File: config.mk
export PLATFORM = sky130hd
export DESIGN_NAME = page_b17_fixer
export DESIGN_NICKNAME = d
export VERILOG_FILES = /design/src/rtl/page_b17_fixer.sv
export SDC_FILE = /design/constraint.sdc
export NUM_CORES = 1
export LEC_CHECK = 0
export ABC_AREA = 1
export CAP_MARGIN = 30
export CORE_MARGIN = 2
export CORE_UTILIZATION = 50
export CTS_CLUSTER_SIZE = 28
export DETAILED_ROUTE_END_ITERATION = 16
export HOLD_SLACK_MARGIN = 0.12
export PLACE_DENSITY = 0.68
export SLEW_MARGIN = 40
export SYNTH_ARGS = -nofsm -noshare
export SYNTH_HDL_FRONTEND = slang
export SYNTH_SLANG_ARGS = --single-unit
File: constraint.sdc
create_clock -name clk -period 9.6 [get_ports clk]
set_input_delay 1.92 -clock clk [delete_from_list [all_inputs] [get_ports clk]]
set_output_delay 1.92 -clock clk [all_outputs]
set_load 0.03 [all_outputs]
File: src/rtl/page_b17_fixer.sv
module page_b17_fixer #(
  parameter int ADDR_W     = 32,
  parameter int SIZE_W     = 32,
  parameter int PAGE_SHIFT = 12,
  parameter int MAX_PAGES  = 16,
  parameter int SWZ_BIT    = 17,
  localparam int IDX_W     = (MAX_PAGES > 1) ? $clog2(MAX_PAGES) : 1,
  localparam int PFN_W     = ADDR_W - PAGE_SHIFT
) (
  input  logic              clk,
  input  logic              rst_n,
  input  logic              cmd_save,
  input  logic              cmd_restore,
  input  logic [SIZE_W-1:0] obj_size,
  output logic [IDX_W-1:0]  lk_idx,
  input  logic [PFN_W-1:0]  lk_pfn,
  output logic              mem_req,
  output logic              mem_we,
  output logic [ADDR_W-1:0] mem_addr,
  output logic [31:0]       mem_wdata,
  input  logic              mem_ack,
  input  logic [31:0]       mem_rdata,
  output logic              busy,
  output logic              done,
  output logic              dirty_vld,
  output logic [IDX_W-1:0]  dirty_idx
);
  localparam int CNT_W  = IDX_W + 1;
  localparam int CH_W   = PAGE_SHIFT - 7;
  localparam int WD_W   = 5;
  localparam int NWORDS = 1 << WD_W;
  localparam int SWZ_IN = SWZ_BIT - PAGE_SHIFT;

  typedef enum logic [2:0] {S_IDLE, S_LOOK, S_RD, S_WR, S_FIN} st_t;

  st_t                  st_q;
  logic                 save_q, have_rec_q, dv_q;
  logic [MAX_PAGES-1:0] rec_q;
  logic [IDX_W-1:0]     idx_q, di_q;
  logic [CNT_W-1:0]     cnt_q;
  logic [PFN_W-1:0]     pfn_q;
  logic [CH_W-1:0]      ch_q;
  logic [WD_W-1:0]      wd_q;
  logic [31:0]          hold_q [NWORDS];

  logic [SIZE_W-1:0] npg;
  logic [CNT_W-1:0]  cnt_in;
  logic              start, last_pg, flip, last_wd, last_ch;

  assign npg     = obj_size >> PAGE_SHIFT;
  assign cnt_in  = (npg > SIZE_W'(MAX_PAGES)) ? CNT_W'(MAX_PAGES) : npg[CNT_W-1:0];
  assign start   = (st_q == S_IDLE) && (cmd_save || cmd_restore);
  assign last_pg = ({1'b0, idx_q} == cnt_q - CNT_W'(1));
  assign flip    = lk_pfn[SWZ_IN] != rec_q[idx_q];
  assign last_wd = &wd_q;
  assign last_ch = &ch_q;

  assign lk_idx    = idx_q;
  assign mem_req   = (st_q == S_RD) || (st_q == S_WR);
  assign mem_we    = (st_q == S_WR);
  assign mem_addr  = {pfn_q, ch_q, wd_q, 2'b00};
  assign mem_wdata = hold_q[{~wd_q[WD_W-1], wd_q[WD_W-2:0]}];
  assign busy      = (st_q != S_IDLE);
  assign done      = (st_q == S_FIN);
  assign dirty_vld = dv_q;
  assign dirty_idx = di_q;

  always_ff @(posedge clk) begin
    if (!rst_n) begin
      st_q       <= S_IDLE;
      save_q     <= 1'b0;
      have_rec_q <= 1'b0;
      rec_q      <= '0;
      idx_q      <= '0;
      cnt_q      <= '0;
      pfn_q      <= '0;
      ch_q       <= '0;
      wd_q       <= '0;
      dv_q       <= 1'b0;
      di_q       <= '0;
    end else begin
      dv_q <= 1'b0;
      case (st_q)
        S_IDLE: if (start) begin
          save_q <= cmd_save;
          idx_q  <= '0;
          cnt_q  <= cnt_in;
          if (cmd_save) have_rec_q <= 1'b1;
          st_q <= ((!cmd_save && !have_rec_q) || cnt_in == '0) ? S_FIN : S_LOOK;
        end
        S_LOOK: begin
          if (save_q) rec_q[idx_q] <= lk_pfn[SWZ_IN];
          if (!save_q && flip) begin
            pfn_q <= lk_pfn;
            ch_q  <= '0;
            wd_q  <= '0;
            st_q  <= S_RD;
          end else if (last_pg) begin
            st_q <= S_FIN;
          end else begin
            idx_q <= idx_q + 1'b1;
          end
        end
        S_RD: if (mem_ack) begin
          wd_q <= wd_q + 1'b1;
          if (last_wd) st_q <= S_WR;
        end
        S_WR: if (mem_ack) begin
          wd_q <= wd_q + 1'b1;
          if (last_wd) begin
            ch_q <= ch_q + 1'b1;
            if (!last_ch) begin
              st_q <= S_RD;
            end else begin
              dv_q <= 1'b1;
              di_q <= idx_q;
              if (last_pg) begin
                st_q <= S_FIN;
              end else begin
                idx_q <= idx_q + 1'b1;
                st_q  <= S_LOOK;
              end
            end
          end
        end
        S_FIN:   st_q <= S_IDLE;
        default: st_q <= S_IDLE;
      endcase
    end
  end

  always_ff @(posedge clk) begin
    if (st_q == S_RD && mem_ack) hold_q[wd_q] <= mem_rdata;
  end
endmodule

==> flow_metrics.py <==
metrics = {
    "clock_network": {
        "ctsResizeCount": 0,
        "insertion_delay_ns": 0.67,
        "cts_tree": "done",
        "clk_pin_slew_ns": 0.06,
        "numCtsBuffers": 105,
        "clk_path_buf_depth": 3,
        "cts_sinks": 1089,
        "post_cts_buffers": 0,
        "root_buffer": "clkbuf_16",
        "ctsHoldBuffers": 0,
        "htree_levels": 3,
    },
    "global_routing": {
        "gr-total-overflow": 0,
        "antenna_found_initial": 6,
        "grt_pass1_vias": 25200,
        "grt_pass1_wl_um": 159000,
        "grtUsageTotal": 0.247,
        "grt_max_degree": 200,
    },
    "yosys": {
        "synth-xor-area-share": 0.00124,
        "muxShareOfSynthArea": 0,
        "yosys.area_share.simple": 0.0740,
        "synth_commonest_cells": "edfxtp_1 (1024), nor2_1 (579), o21ai_0 (541), o22ai_1 (256)",
        "ys_types": 43,
        "yosys_most_used_dff": "edfxtp_1",
        "synth_compound_area_frac": 0.137,
        "yosysTopAreaCell": "edfxtp_1",
        "synth-adder-area-share": 0.00353,
        "yosysTopAreaCellShare": 0.724,
        "synth_edf_count": 1024,
        "ys_seq_elements": 1089,
        "yosysMostFrequentCell": "edfxtp_1",
        "synthArstFlopShare": 0,
        "synthCells": 3218,
        "yosysSeqAreaShare": 0.754,
        "synth-warning-count": 0,
        "yosys-top-cells-area": "edfxtp_1 (72%), o21ai_0 (6.4%), nor2_1 (5.1%)",
        "syn_area_um2": 42500,
        "synth_top_family_by_area": "compound AO/OA/AOI/OAI gates",
        "syn_avg_cell_area_um2": 13.2,
    },
    "timing": {
        "hold_viol_final": 0,
        "relSlewSlack": 0.426,
        "setup_slack_ns": 3.13,
        "holdWs_ns": 0.443,
        "skew_ns": 0.0272,
        "finalCritPeriodShare": 0.674,
        "tightest_slew_ns": 0.859,
        "fin_crit_ns": 6.47,
        "timing.setup.tns_ns": 0,
        "report.final.slew_viol_count": 0,
        "fmax_mhz": 155,
        "rsz0062_at_grt": "false",
        "setup_viol": 0,
    },
    "floorplanning": {
        "fp-row-count": 106,
        "die_h_um": 296,
        "core_um2": 84000,
        "start_util": 0.506,
        "die_area_um2": 87300,
        "ioPinCount": 166,
        "die_x_um": 296,
    },
    "run": {
        "maxCapViolCount": 0,
    },
    "route": {
        "vias": 26800,
        "firstDrtPassIters": 5,
        "routed_via_density": 5.91,
        "route.detailed.drc": 0,
        "wl_um": 108000,
        "dr.first_iter.drc_count": 2962,
        "routedWlPerCell_um": 23.8,
        "ant_nets": 0,
    },
    "worst_setup_path": {
        "cp.required_ns": 7.68,
        "critPathCaptureType": "output port",
        "critPathMaxStageDelay_ns": 0.78,
        "crit_fanout": 83,
        "startpoint_type": "register",
        "r2r_start": "wd_q[1]$_SDFFE_PN0P_",
        "path_cells": "buf_4 > buf_6 > o21ai_0 > o22ai_1 > a22o_1 > a221oi_1 > nand2_1 > clkdlybuf4s50_1",
        "cpMaxStageDelayCell": "dfxtp_4",
        "arrival_ns": 4.55,
        "setup.worst_path.class": "register to output port",
        "cp-startpoint": "wd_q[1]$_SDFFE_PN0P_",
    },
    "status": {
        "status": "complete, no violations",
    },
    "placed_design": {
        "post-dp-hpwl_um": 57200,
        "gp_congestion": 0.810,
        "io_buffers": 151,
        "place_ws_ns": 3.84,
    },
    "layout": {
        "regArea_um2": 32100,
        "fill_cells": 6602,
        "area_delta_synth_final_pct": 13.9,
        "fin_util": 0.577,
        "drive_above_1_share": 0.0852,
        "nNetsFinal": 3420,
        "multi_input_area_um2": 9470,
    },
    "power": {
        "power.leakage_nw": 15.7,
        "pwr-share-seq": 0.415,
        "p_int_mw": 8.62,
        "p_per_area_nw_per_um2": 267,
        "peakVddDrop_v": 0.000195,
        "pwr-share-clk": 0.304,
        "combPwrFrac": 0.281,
        "power.net_switching_mw": 4.32,
        "switching_share": 0.334,
    },
    "hold_path": {
        "min-delay-path-class": "register to register",
        "hp-start": "pfn_q[19]$_SDFFE_PN0P_",
    },
}
## cell type report
cell class | instances | share of cell area
multi-input combinational | 1825 | 0.196
antenna | 2 | 0.000103
timing repair buffer | 207 | 0.0377
sequential | 1089 | 0.662
tap | 1134 | 0.0293
clock buffer | 130 | 0.0567
clock inverter | 60 | 0.0110
inverter | 91 | 0.00747
## placed cells by master (no fill, tap or decap), drive strengths merged, types with 2 or more instances in the layout
cell           synthesis  final
or2                    2      2
ha                    12     12
nor3                   8      8
xnor2                  4      4
o21ai                547    547
a22o                  48     48
xor2                   2      2
inv                   91     92
a21oi                 64     64
edfxtp              1024   1024
o211ai                 2      2
nand4                  5      5
diode                  0      2
dfxtp                 65     65
nand2                172    172
buf                   46     88
clkinv                 0     50
o22ai                256    256
clkdlybuf4s50          0    119
a211oi                 4      4
clkbuf               168    130
clkinvlp               0      2
conb                   1      2
nand3                 28     28
nor2                 584    584
nor4                   2      2
a311oi                14     14
bufinv                 0      7
a221oi                62     62
## state kept, by name, indices dropped and copies added, names as in the netlist
signal	cells
have_rec_q	1
cnt_q	5
lk_idx	4
st_q	3
rec_q	16
hold_q	1024
dirty_vld	1
save_q	1
wd_q	5
dirty_idx	4
ch_q	5
pfn_q	20
## routing by layer
layer | GRT usage | vias to the layer above | part of all wire | routed length, um
met4 | 0.101 | 0 | 0.036 | 3920
li1 | - | 12300 | - | -
met5 | 0 | - | 0 | 0
met2 | 0.409 | 1099 | 0.48 | 52000
met3 | 0.0317 | 236 | 0.072 | 7820
met1 | 0.335 | 13200 | 0.41 | 44400
## power groups by stage
stage                     clock network (mW)  registers, mW  logic [mW]
after floorplan                            0           5.45        2.41
after global placement                     0           5.47        3.55
after detailed placement                   0           5.46        3.59
after CTS                               3.98           5.36        3.60
after global routing                    4.17           5.37        3.97
final                                   3.93           5.37        3.64
## critical path: cells and delay by family, from the launching register on
kind / cells / cell delay (ns)
buffers and inverters: 3 / 2.04
flip-flops: 1 / 0.78
AO/OA/AOI/OAI: 4 / 0.63
AND/OR/NAND/NOR: 1 / 0.23
## worst paths after layout
path	endpoint	slack, ns	cells after the start
setup reg to reg	hold_q[28][30]$_DFFE_PP_	5.12	6
hold / removal	pfn_q[19]$_SDFFE_PN0P_	0.44	2
setup / recovery	mem_wdata[7]	3.13	8
hold reg to reg	pfn_q[19]$_SDFFE_PN0P_	0.44	2
## cells by family after synthesis
| family | Yosys count |
|---|---|
| AO/OA/AOI/OAI | 1002 |
| flip-flops | 1089 |
| buffers and inverters | 305 |
| other | 1 |
| AND/OR/NAND/NOR | 803 |
| adder cells (fa/ha/maj) | 12 |
| XOR/XNOR | 6 |
## metrics by stage
| step | cells | total power, mW | instance area [um2] |
|---|---|---|---|
| floorplan | 3219 | 7.86 | 42500 |
| global route | 4538 | 13.5 | 48400 |
| detailed placement | 4345 | 9.05 | 45100 |
| CTS | 4535 | 12.9 | 48400 |
| finish | 4538 | 12.9 | 48400 |
| global placement | 4345 | 9.02 | 45200 |
Power figures use the tool's default switching activity.
